==> src/rtl/bitser_mul_pkg.sv <==
package bitser_mul_pkg;

    typedef enum logic [1:0] {
        ST_IDLE  = 2'd0,
        ST_INNER = 2'd1,
        ST_PASS  = 2'd2,
        ST_DONE  = 2'd3
    } mul_state_e;

endpackage

==> src/rtl/bitser_mul_count.sv <==
// Loop counter: advances on ce, wraps after MAXV, flags MAXV.
module bitser_mul_count #(
    parameter int W    = 3,
    parameter int MAXV = 7
) (
    input  logic clk,
    input  logic rst_n,
    input  logic clr,
    input  logic ce,
    output logic tc
);
    logic [W-1:0] cnt_q;
    localparam logic [W-1:0] TOP = W'(MAXV);

    always_ff @(posedge clk or negedge rst_n) begin
        if (!rst_n) begin
            cnt_q <= '0;
        end else if (clr) begin
            cnt_q <= '0;
        end else if (ce) begin
            if (cnt_q == TOP) cnt_q <= '0;
            else              cnt_q <= cnt_q + 1'b1;
        end
    end

    assign tc = (cnt_q == TOP);
endmodule

==> src/rtl/bitser_mul_ctrl.sv <==
// Controller: four states sequenced by inner (j) and outer (i) counters.
module bitser_mul_ctrl
    import bitser_mul_pkg::*;
#(
    parameter int N = 8
) (
    input  logic clk,
    input  logic rst_n,
    input  logic start,
    output logic load,
    output logic sh_a,
    output logic sel_sum,
    output logic sh_hi,
    output logic sh_b,
    output logic sh_lo,
    output logic clr_pass,
    output logic done,
    output logic j_tc,
    output logic i_tc
);
    localparam int CW = (N > 1) ? $clog2(N) : 1;

    mul_state_e st_q, st_d;

    // state register
    always_ff @(posedge clk or negedge rst_n) begin
        if (!rst_n) st_q <= ST_IDLE;
        else        st_q <= st_d;
    end

    // next state
    always_comb begin
        st_d = st_q;
        unique case (st_q)
            ST_IDLE:  if (start) st_d = ST_INNER;
            ST_INNER: if (j_tc)  st_d = ST_PASS;
            ST_PASS:  st_d = i_tc ? ST_DONE : ST_INNER;
            ST_DONE:  st_d = ST_IDLE;
            default:  st_d = ST_IDLE;
        endcase
    end

    // output strobes
    always_comb begin
        load     = 1'b0;
        sh_a     = 1'b0;
        sel_sum  = 1'b0;
        sh_hi    = 1'b0;
        sh_b     = 1'b0;
        sh_lo    = 1'b0;
        clr_pass = 1'b0;
        done     = 1'b0;
        unique case (st_q)
            ST_IDLE:  load = start;
            ST_INNER: begin
                sh_a    = 1'b1;
                sel_sum = 1'b1;
                sh_hi   = 1'b1;
            end
            ST_PASS:  begin
                sh_b     = 1'b1;
                sh_hi    = 1'b1;
                sh_lo    = 1'b1;
                clr_pass = 1'b1;
            end
            ST_DONE:  done = 1'b1;
            default:  ;
        endcase
    end

    bitser_mul_count #(.W(CW), .MAXV(N-1)) u_cnt_j (
        .clk  (clk),
        .rst_n(rst_n),
        .clr  (load | clr_pass),
        .ce   (sh_a),
        .tc   (j_tc)
    );

    bitser_mul_count #(.W(CW), .MAXV(N-1)) u_cnt_i (
        .clk  (clk),
        .rst_n(rst_n),
        .clr  (load),
        .ce   (sh_b),
        .tc   (i_tc)
    );
endmodule

==> src/rtl/bitser_mul_dp.sv <==
// Datapath: rotating operand registers, serial adder, HI/LO product halves.
module bitser_mul_dp #(
    parameter int N = 8
) (
    input  logic           clk,
    input  logic           rst_n,
    input  logic           load,
    input  logic [N-1:0]   op_a,
    input  logic [N-1:0]   op_b,
    input  logic           sh_a,
    input  logic           sel_sum,
    input  logic           sh_hi,
    input  logic           sh_b,
    input  logic           sh_lo,
    input  logic           clr_pass,
    output logic [2*N-1:0] product
);
    logic [N-1:0] a_q, b_q, hi_q, lo_q;
    logic         cy_q;
    logic         pp, sum, cout, hi_in;

    // one-bit serial adder
    assign pp    = a_q[0] & b_q[0];
    assign sum   = hi_q[0] ^ pp ^ cy_q;
    assign cout  = (hi_q[0] & pp) | (hi_q[0] & cy_q) | (pp & cy_q);
    assign hi_in = sel_sum ? sum : cy_q;

    always_ff @(posedge clk or negedge rst_n) begin
        if (!rst_n) begin
            a_q  <= '0;
            b_q  <= '0;
            hi_q <= '0;
            lo_q <= '0;
            cy_q <= 1'b0;
        end else if (load) begin
            a_q  <= op_a;
            b_q  <= op_b;
            hi_q <= '0;
            lo_q <= '0;
            cy_q <= 1'b0;
        end else begin
            if (sh_a)  a_q  <= {a_q[0], a_q[N-1:1]};
            if (sh_b)  b_q  <= {b_q[0], b_q[N-1:1]};
            if (sh_hi) hi_q <= {hi_in, hi_q[N-1:1]};
            if (sh_lo) lo_q <= {hi_q[0], lo_q[N-1:1]};
            if (clr_pass)     cy_q <= 1'b0;
            else if (sel_sum) cy_q <= cout;
        end
    end

    assign product = {hi_q, lo_q};
endmodule

==> src/rtl/bitser_mul.sv <==
module bitser_mul #(
    parameter int N = 8
) (
    input  logic           clk,
    input  logic           rst_n,
    input  logic           start,
    input  logic [N-1:0]   op_a,
    input  logic [N-1:0]   op_b,
    output logic           done,
    output logic [2*N-1:0] product
);
    logic load, sh_a, sel_sum, sh_hi, sh_b, sh_lo, clr_pass, j_tc, i_tc;

    bitser_mul_ctrl #(.N(N)) u_ctrl (
        .clk     (clk),
        .rst_n   (rst_n),
        .start   (start),
        .load    (load),
        .sh_a    (sh_a),
        .sel_sum (sel_sum),
        .sh_hi   (sh_hi),
        .sh_b    (sh_b),
        .sh_lo   (sh_lo),
        .clr_pass(clr_pass),
        .done    (done),
        .j_tc    (j_tc),
        .i_tc    (i_tc)
    );

    bitser_mul_dp #(.N(N)) u_dp (
        .clk     (clk),
        .rst_n   (rst_n),
        .load    (load),
        .op_a    (op_a),
        .op_b    (op_b),
        .sh_a    (sh_a),
        .sel_sum (sel_sum),
        .sh_hi   (sh_hi),
        .sh_b    (sh_b),
        .sh_lo   (sh_lo),
        .clr_pass(clr_pass),
        .product (product)
    );
endmodule

==> config.mk <==
export PLATFORM = sky130hd
export DESIGN_NAME = bitser_mul
export DESIGN_NICKNAME = d
export VERILOG_FILES = /design/src/rtl/bitser_mul_pkg.sv /design/src/rtl/bitser_mul_count.sv /design/src/rtl/bitser_mul_ctrl.sv /design/src/rtl/bitser_mul_dp.sv /design/src/rtl/bitser_mul.sv
export SDC_FILE = /design/constraint.sdc
export NUM_CORES = 1
export LEC_CHECK = 0
export BUFFER_PORTS_ARGS = -buffer_cell sky130_fd_sc_hd__buf_2
export CORE_ASPECT_RATIO = 1.5
export CORE_MARGIN = 1.5
export CORE_UTILIZATION = 30
export CTS_BUF_LIST = sky130_fd_sc_hd__clkbuf_4
export CTS_CLUSTER_SIZE = 30
export DETAILED_ROUTE_END_ITERATION = 16
export PLACE_DENSITY_LB_ADDON = 0.25
export REMOVE_ABC_BUFFERS = 1
export SLEW_MARGIN = 20
export SYNTH_ARGS = -nofsm -noshare
export SYNTH_HDL_FRONTEND = slang
export SYNTH_HIERARCHICAL = 1
export SYNTH_SLANG_ARGS = --single-unit
==> constraint.sdc <==
create_clock -name clk -period 2.02 [get_ports clk]
set_input_delay 0.101 -clock clk [delete_from_list [all_inputs] [get_ports clk]]
set_output_delay 0.101 -clock clk [all_outputs]
set_load 0.005 [all_outputs]
==> results of run 1 <==
==> sequential cells by signal, summed over array words and instances (netlist names) <==
name	flops
u_dp/cy_q	1
u_ctrl/st_q	2
u_dp/b_q	8
u_dp/a_q	8
u_dp/lo_q	8
u_ctrl/u_cnt_j/cnt_q	3
u_dp/hi_q	8
u_ctrl/u_cnt_i/cnt_q	3
==> layer usage <==
metal | global-route usage, % | vias to the layer above | routed length, um
met5 | 0 | - | 0
met4 | 5.88 | 0 | 94
met3 | 2.37 | 6 | 101
met2 | 19.3 | 19 | 1910
met1 | 13.6 | 692 | 1720
li1 | - | 699 | -
==> area by class of cell <==
type,instances,area share [%]
Sequential cell,41,41.5
Multi-Input combinational cell,118,34.6
Timing Repair Buffer,60,16.4
Tap cell,76,3.84
Clock buffer,5,1.52
Clock inverter,2,1.42
Inverter,5,0.759
==> path summary, 6_finish.rpt <==
check,from,to,slack (ns),cells after the start
max,u_ctrl/st_q[0],u_dp/b_q[4],0.32,5
min,start,u_ctrl/st_q[0],0.08,3
max reg2reg,u_ctrl/st_q[0],u_dp/b_q[4],0.32,5
min reg2reg,u_dp/lo_q[0],u_dp/lo_q[0],0.53,2
max in group asynchronous,rst_n,u_dp/b_q[4],1.28,3
min in group asynchronous,rst_n,u_dp/a_q[2],0.19,2
==> worst reg2reg max path, cell delays in order (launching register included) <==
cell and delay, ns:
dfrtp_1 0.45, inv_1 0.12, ha_1 0.18, and2_2 0.33
buf_4 0.35, o21ai_0 0.15
==> power by group <==
group | internal, mW | switching (mW)
combinational | 0.717 | 0.743
sequential | 1.14 | 0.217
clock | 0.252 | 0.264
total | 2.11 | 1.22
==> logic make-up after synthesis <==
kind of cell,after synthesis
buffers and inverters,17
DFF,41
AOI/OAI and AO/OA,24
and+or+nand+nor,49
adders and majority gates,10
muxes,35
==> cell usage in the layout (no fill, tap or decap) <==
cell	n
a21oi_1	1
nand2b_2	2
mux2i_1	35
and2_2	1
dlygate4sd3_1	17
and2_1	1
ha_1	9
bufinv_16	1
fa_1	1
clkbuf_4	5
clkinv_2	1
a21oi_2	2
a31oi_1	2
nand2_1	18
a2111oi_1	1
buf_2	35
o21ai_0	16
nand2b_1	2
o41ai_2	1
or2_1	1
nor2_1	21
dfrtp_1	41
inv_1	5
buf_4	8
a41oi_1	1
or3b_1	3
==> repair_timing <==
action | CTS | global route
gates resized for setup | 0 | 0
hold endpoints to repair | 32 | 0
endpoints found under the setup margin | 0 | 0
hold buffers | 17 | 0
==> metrics.cfg, run 1 <==
[layout]
diodes=0
final_area_sq_mm=0.00247
drive_above_1_share_pct=24.2
layout.nets=260
final_cells=307
regArea_sq_mm=0.00103
fillCellCount=661
final_util_pct=38.4
multi_input_area_sq_um=856
area_delta_synth_final_pct=25.0

[grt]
first_global_vias=1332
grt_usage_pct=11.4
antenna_found_initial=0
grt_remaining_overflow=0
grt_pass1_wl_mm=6.35
grt_start_max_net_pins=30

[worst_setup_path]
cp.required_ns=2.24
worstSetupStartpointType=flip-flop
arrival_ns=1.93
end_kind=flip-flop
crit_buf_inv=2
cp_max_fo=29
criticalPathCategory=reg2reg
crit_chain=inv_1 -> ha_1 -> and2_2 -> buf_4 -> o21ai_0
max_stage_delay_ns=0.45
crit_family=buffers and inverters
cpMaxStageDelayCell=dfrtp_1

[route]
drc_errors=0
vias=1416
wire_per_inst_um=12.5
drtPass1Iterations=4
viasPerCell=4.61
routed_wl_mm=3.83
drtIter0Drc=23
final_antenna_net_count=0

[logic_synthesis]
yosysTopAreaCell=dfrtp_1
synth_ff_type=dfrtp_1
syn_area_sq_mm=0.00198
synth-compound-area-share_pct=7.59
yosysTopAreaCellShare_pct=51.8
synth_adder_area_share_pct=6.70
synth.top_cells.by_count=41 x dfrtp_1, 35 x mux2i_1, 21 x nor2_1
synthTopCellsByArea=dfrtp_1 52%, mux2i_1 18%, ha_1 5.7%, o21ai_0 4.0%, nor2_1 4.0%
synthXorXnorAreaFrac_pct=0
synth-simple-area-share_pct=11.2
avgSynthCellArea_sq_um=11.2
yosys_warnings=6
synthMuxAreaShare_pct=17.7
synth_top_family_by_area=multiplexers
yosys.cell_types.count=23
yosysMostFrequentCell=dfrtp_1
synth_edf_count=0
syn_inst=176
synth-seq-area-share_pct=51.8
synth-seq-cells=41
synthArstFlopShare_pct=100

[clock_tree]
cts-root-buf=clkbuf_4
h-tree-depth=2
cts.sinks=41
cts_tree=done
clockBufferDepth=2
clk-insertion-delay-late_ns=0.35
clk_pin_slew_worst_paths_ns=0.12
post-cts-setup-buffers=0
numCtsBuffers=5

[floorplan]
dieArea_sq_mm=0.00710
die_y_um=102
rows=36
coreArea_sq_mm=0.00644
die_x_um=69.3
num_io_pins=36
start_util_pct=30.7

[timing]
rsz0062_at_grt=false
maxSlewViolCount=0
max_freq_mhz=587
setup_slack_ns=0.316
period_minus_slack_ns=1.70
period_share_pct=84.3
maxSlewHeadroom_pct=71.9
setup_viol=0
fin_setup_tns_ns=0
worst_pin_slew_ns=0.422
timing.hold.ws_ns=0.0812
hold_viol_final=0
clock_skew_ns=0.0182

[placement]
hpwlAfterDp_mm=2.67
io_buffers=35
place.gp.congestion=0.706
place_ws_ns=0.330
place_inst=283
placed_cell_area_sq_mm=0.00223

[run]
max-cap-violations=0

[power]
vdd_ir_drop_max_uv=518
power_mw=3.33
leakage_nw=1.23
p_per_area_mw_per_mm2=1350

[worst_hold_path]
hold_path.class=in2reg

[status]
status=completed

Note: power is estimated with default switching activity, not from simulation.
==> inputs of run 2 (changes only) <==
--- a/config.mk
+++ b/config.mk
@@ -5,6 +5,7 @@
 export SDC_FILE = /design/constraint.sdc
 export NUM_CORES = 1
 export LEC_CHECK = 0
+export ABC_AREA = 1
 export BUFFER_PORTS_ARGS = -buffer_cell sky130_fd_sc_hd__buf_2
 export CORE_ASPECT_RATIO = 1.5
 export CORE_MARGIN = 1.5
==> constraint.sdc (replaced) <==
create_clock -name clk -period 1.72 [get_ports clk]
set_input_delay 0.086 -clock clk [delete_from_list [all_inputs] [get_ports clk]]
set_output_delay 0.086 -clock clk [all_outputs]
set_load 0.005 [all_outputs]
==> run 2 against run 1 <==
Power increased by 13%. Flip-flop and latch count unchanged. Fmax increased by 9.4%. Clock-buffer cell count unchanged. Largest cell class unchanged. Highest routed layer unchanged.
==> metrics.cfg, run 2 <==
[worst_setup_path]
worstSetupStartpointType=flip-flop
max_stage_delay_ns=0.47
cpMaxStageDelayCell=dfrtp_1
reg2reg_from=u_ctrl/st_q[1]
crit_chain=inv_2 -> ha_1 -> nand2_1 -> inv_2 -> buf_4 -> buf_4 -> nand2_1 -> nand3_1
cp_max_fo=8
arrival_ns=1.85
end_kind=flip-flop
cp.required_ns=2.01
criticalPathCategory=reg2reg
cp-startpoint=u_ctrl/st_q[1]

[power]
leakage_nw=1.41
p_per_area_mw_per_mm2=1490
vdd_ir_drop_max_uv=705

[timing]
setup_viol=0
maxSlewViolCount=0
period_minus_slack_ns=1.56
hold_viol_final=0
period_share_pct=90.5
maxSlewHeadroom_pct=70.1
max_freq_mhz=642
clock_skew_ns=0.0162
worst_pin_slew_ns=0.448
rsz0062_at_grt=false
setup_slack_ns=0.163
fin_setup_tns_ns=0

[placement]
hpwlAfterDp_mm=3.00
place.gp.congestion=0.775
place_ws_ns=0.132
io_buffers=35
placed_cell_area_sq_mm=0.00233

[logic_synthesis]
yosys_warnings=6
synth_ff_type=dfrtp_1
yosysTopAreaCell=dfrtp_1
synthArstFlopShare_pct=100
synth_edf_count=0
synth-seq-cells=41
avgSynthCellArea_sq_um=8.19
synth-seq-area-share_pct=49.7
synthTopCellsByArea=dfrtp_1 50%, nand2_1 22%, ha_1 5.5%, nand3_1 5.3%, inv_1 3.3%
yosys.cell_types.count=21
syn_inst=252
synth.top_cells.by_count=122 x nand2_1, 41 x dfrtp_1, 22 x nand3_1
yosysTopAreaCellShare_pct=49.7
yosysMostFrequentCell=nand2_1
syn_area_sq_mm=0.00206

[worst_hold_path]
hold_path.class=in2reg
hold_start=op_b[6]

[floorplan]
coreArea_sq_mm=0.00658
dieArea_sq_mm=0.00740
rows=36
start_util_pct=31.4
die_y_um=105
die_x_um=70.7
num_io_pins=36

[route]
vias=1691
drc_errors=0
viasPerCell=4.39
routed_wl_mm=4.16
drtPass1Iterations=4
drtIter0Drc=82
final_antenna_net_count=0
wire_per_inst_um=10.8

[layout]
final_cell_mix=122 x nand2_1, 41 x dfrtp_1, 35 x buf_2
diodes=0
final_area_sq_mm=0.00254
layout.nets=337
final_common_cell=nand2_1
area_delta_synth_final_pct=23.0
drive_above_1_share_pct=21.0

[clock_tree]
h-tree-depth=2
clk_pin_slew_worst_paths_ns=0.14
cts_tree=done
clk-insertion-delay-late_ns=0.36
numCtsBuffers=5
cts-root-buf=clkbuf_4
cts.sinks=41
post-cts-setup-buffers=0
clockBufferDepth=2

[grt]
grt_usage_pct=12.2
grt_pass1_wl_mm=7.38
grt_remaining_overflow=0
grt_start_max_net_pins=25
first_global_vias=1679
antenna_found_initial=0

[run]
max-cap-violations=0

[status]
status=completed

[run 2: changes by cell type after synthesis, sizes merged, moves of 8 or more]
cell   change
mux2i     -35
nand3     +22
nand2    +107
o21ai     -14
inv       +16
nor2       -8
[run 2: worst max-delay path: cells and delay by family, from the launching register on]
family,cells,cell delay (ns)
adder cells (fa/ha/maj),1,0.19
buffers and inverters,4,0.62
flip-flops,1,0.47
AND/OR/NAND/NOR,3,0.20
[run 2: final cells by class]
class | instances | area [sq um]
Fill cell | 687 | 4040
Sequential cell | 41 | 1030
Multi-Input combinational cell | 181 | 883
Timing Repair Buffer | 58 | 402
Tap cell | 76 | 95.1
Inverter | 21 | 78.8
Clock buffer | 5 | 37.5
Clock inverter | 3 | 17.5
[run 2: metrics by stage]
stage	util, %	std cells	power [mW]	hold WS (ns)
after global routing	38.6	385	4.18	0.0399
after floorplan	-	243	2.74	-0.210
final	38.6	385	3.78	0.0217
after detailed placement	35.4	362	3.31	0.0637
after CTS	38.5	385	3.83	0.0176
after global placement	35.4	362	3.29	0.0601
[run 2: path summary, 6_finish.rpt]
kind | end | slack [ns] | depth (start not counted)
worst max-delay path | u_dp/a_q[1] | 0.16 | 8
worst min-delay path | u_dp/b_q[6] | 0.02 | 5
worst max register to register | u_dp/a_q[1] | 0.16 | 8
worst min register to register | u_ctrl/u_cnt_i/cnt_q[1] | 0.49 | 2
max in group asynchronous | u_dp/hi_q[7] | 1.04 | 3
min in group asynchronous | u_dp/lo_q[5] | 0.19 | 2
[run 2: kinds of logic after synthesis]
group / Yosys count / synth area share (%)
simple gates: 161 / 33.4
fa+ha+maj: 10 / 6.42
compound gates: 10 / 2.73
flops: 41 / 49.7
buf+inv: 30 / 7.76
[run 2: layer usage]
layer | wire length, um | global-route usage, % | vias up
li1 | - | - | 881
met1 | 1920 | 14.5 | 773
met2 | 2000 | 20.8 | 29
met3 | 141 | 2.60 | 8
met4 | 101 | 5.39 | 0
met5 | 0 | 0 | -
[run 2: power breakdown]
| group | switching [mW] | total, mW | leakage (nW) | internal (mW) |
|---|---|---|---|---|
| combinational | 1.05 | 1.74 | 0.842 | 0.689 |
| sequential | 0.238 | 1.56 | 0.534 | 1.32 |
| clock | 0.325 | 0.480 | 0.0310 | 0.154 |
[run 2: what timing repair did]
action	4_1_cts	5_1_grt
gates resized for setup	0	2
endpoints found under the setup margin	0	3
hold buffers	15	0
endpoints found under the hold margin	31	0
==> inputs of run 3 (changes only) <==
==> constraint.sdc (replaced) <==
create_clock -name clk -period 1.72 [get_ports clk]
set_input_delay 0.172 -clock clk [delete_from_list [all_inputs] [get_ports clk]]
set_output_delay 0.172 -clock clk [all_outputs]
set_load 0.005 [all_outputs]
==> run 3 against run 2 <==
First-iteration DRC count shrank 11%. Design area shrank 5.5%. Clock-buffer cell count is the same. Non-clock buffer count shrank 14. Power shrank 0.64%. Clock skew is essentially flat. Critical endpoint unchanged. Largest cell class unchanged.
==> metrics.cfg, run 3 (synthesized netlist as in run 2, its figures left out) <==
[status]
status=completed

[timing]
fin_setup_tns_ns=0
setup_slack_ns=0.164
maxSlewViolCount=0
period_minus_slack_ns=1.56
rsz0062_at_grt=false
worst_pin_slew_ns=0.445
hold_viol_final=0
max_freq_mhz=643
timing.hold.ws_ns=0.0317
maxSlewHeadroom_pct=70.3
setup_viol=0
period_share_pct=90.5
clock_skew_ns=0.0159

[floorplan]
start_util_pct=31.4
dieArea_sq_mm=0.00740
coreArea_sq_mm=0.00658
die_x_um=70.7
rows=36
num_io_pins=36
die_y_um=105

[power]
clockPowerShare_pct=12.8
power_mw=3.75
switchingPower_mw=1.61
leakage_nw=1.35
switching_share_pct=43.0
comb_power_share_pct=45.8
intPower_mw=2.14
seqPwrFrac_pct=41.4
vdd_ir_drop_max_uv=704
p_per_area_mw_per_mm2=1560

[worst_setup_path]
end_kind=flip-flop
cp_max_fo=8
reg2reg_setup_slack_ns=0.16
arrival_ns=1.85
r2r_cells=8
worstSetupStartpointType=flip-flop
criticalPathCategory=reg2reg
rr_endpoint=u_dp/a_q[1]
crit_chain=inv_2 -> ha_1 -> nand2_1 -> inv_2 -> buf_4 -> buf_4 -> nand2_1 -> nand3_1
max_stage_delay_ns=0.47
reg2reg_from=u_ctrl/st_q[1]
cp.required_ns=2.01
cp-startpoint=u_ctrl/st_q[1]
cpMaxStageDelayCell=dfrtp_1

[route]
final_antenna_net_count=0
vias=1641
drtIter0Drc=73
wire_per_inst_um=11.0
drtPass1Iterations=4
viasPerCell=4.42
drc_errors=0
routed_wl_mm=4.08

[layout]
final_cells=371
layout.nets=323
area_delta_synth_final_pct=16.2
drive_above_1_share_pct=22.0
final_common_cell=nand2_1
final_util_pct=36.5
diodes=0
final_cell_mix=122 x nand2_1, 41 x dfrtp_1, 35 x buf_2
final_area_sq_mm=0.00240

[clock_tree]
numCtsBuffers=5
cts_tree=done
h-tree-depth=2
clockBufferDepth=2
clk_pin_slew_worst_paths_ns=0.14
cts.sinks=41
clk-insertion-delay-late_ns=0.36
cts-root-buf=clkbuf_4

[grt]
first_global_vias=1635
grt_pass1_wl_mm=7.25
grt_start_max_net_pins=25
grt_usage_pct=12.0
antenna_found_initial=0
grt_remaining_overflow=0

[placement]
place_ws_ns=0.132
place_inst=362
hpwlAfterDp_mm=3.00
placed_cell_area_sq_mm=0.00233
place.gp.congestion=0.775
io_buffers=35

[worst_hold_path]
hold_path.class=in2reg
hold_start=op_a[3]
min_to=u_dp/a_q[3]
hold_depth=3

[run]
max-cap-violations=0

run 3: power by group through the flow:
stage	Sequential, mW	Combinational [mW]	Clock (mW)
6_report	1.56	1.72	0.480
5_1_grt	1.60	2.01	0.542
4_1_cts	1.56	1.74	0.502
3_5_place_dp	1.57	1.74	0
3_3_place_gp	1.57	1.72	0
2_1_floorplan	1.53	1.20	0
run 3: repair_timing:
action                                 4_1_cts  5_1_grt
hold buffers                                 1        0
setup endpoints to repair                    0        3
buffers inserted                             0        0
endpoints found under the hold margin       17        0
gates resized for setup                      0        2
run 3: final cells by class:
class | count | area, sq um
fill | 702 | 4180
sequential | 41 | 1030
multi-input combinational | 181 | 883
timing repair buffer | 44 | 262
tap | 76 | 95.1
inverter | 21 | 78.8
clock buffer | 5 | 37.5
clock inverter | 3 | 17.5
run 3: metal layers:
metal,vias up,GRT usage [%],share of wire [%]
li1,853,-,-
met1,747,14.5,46
met2,33,20.2,47
met3,8,2.70,4.0
met4,0,5.39,2.5
met5,-,0,0
run 3: worst max-delay path by stage:
stage                         endpoint  slack [ns]  depth (start not counted)
after floorplan            u_dp/b_q[0]        0.05                          7
after global placement     u_dp/b_q[2]        0.19                          8
after detailed placement   u_dp/b_q[2]        0.13                          8
after CTS                  u_dp/b_q[2]        0.12                          8
after global routing      u_dp/lo_q[7]        0.02                          7
final                      u_dp/a_q[1]        0.16                          8
run 3: worst max-delay path, delay by kind of cell, from the launching register on:
family,cells,cell delay [ns]
adder cells (fa/ha/maj),1,0.19
buffers and inverters,4,0.62
flip-flops,1,0.47
AND/OR/NAND/NOR,3,0.20
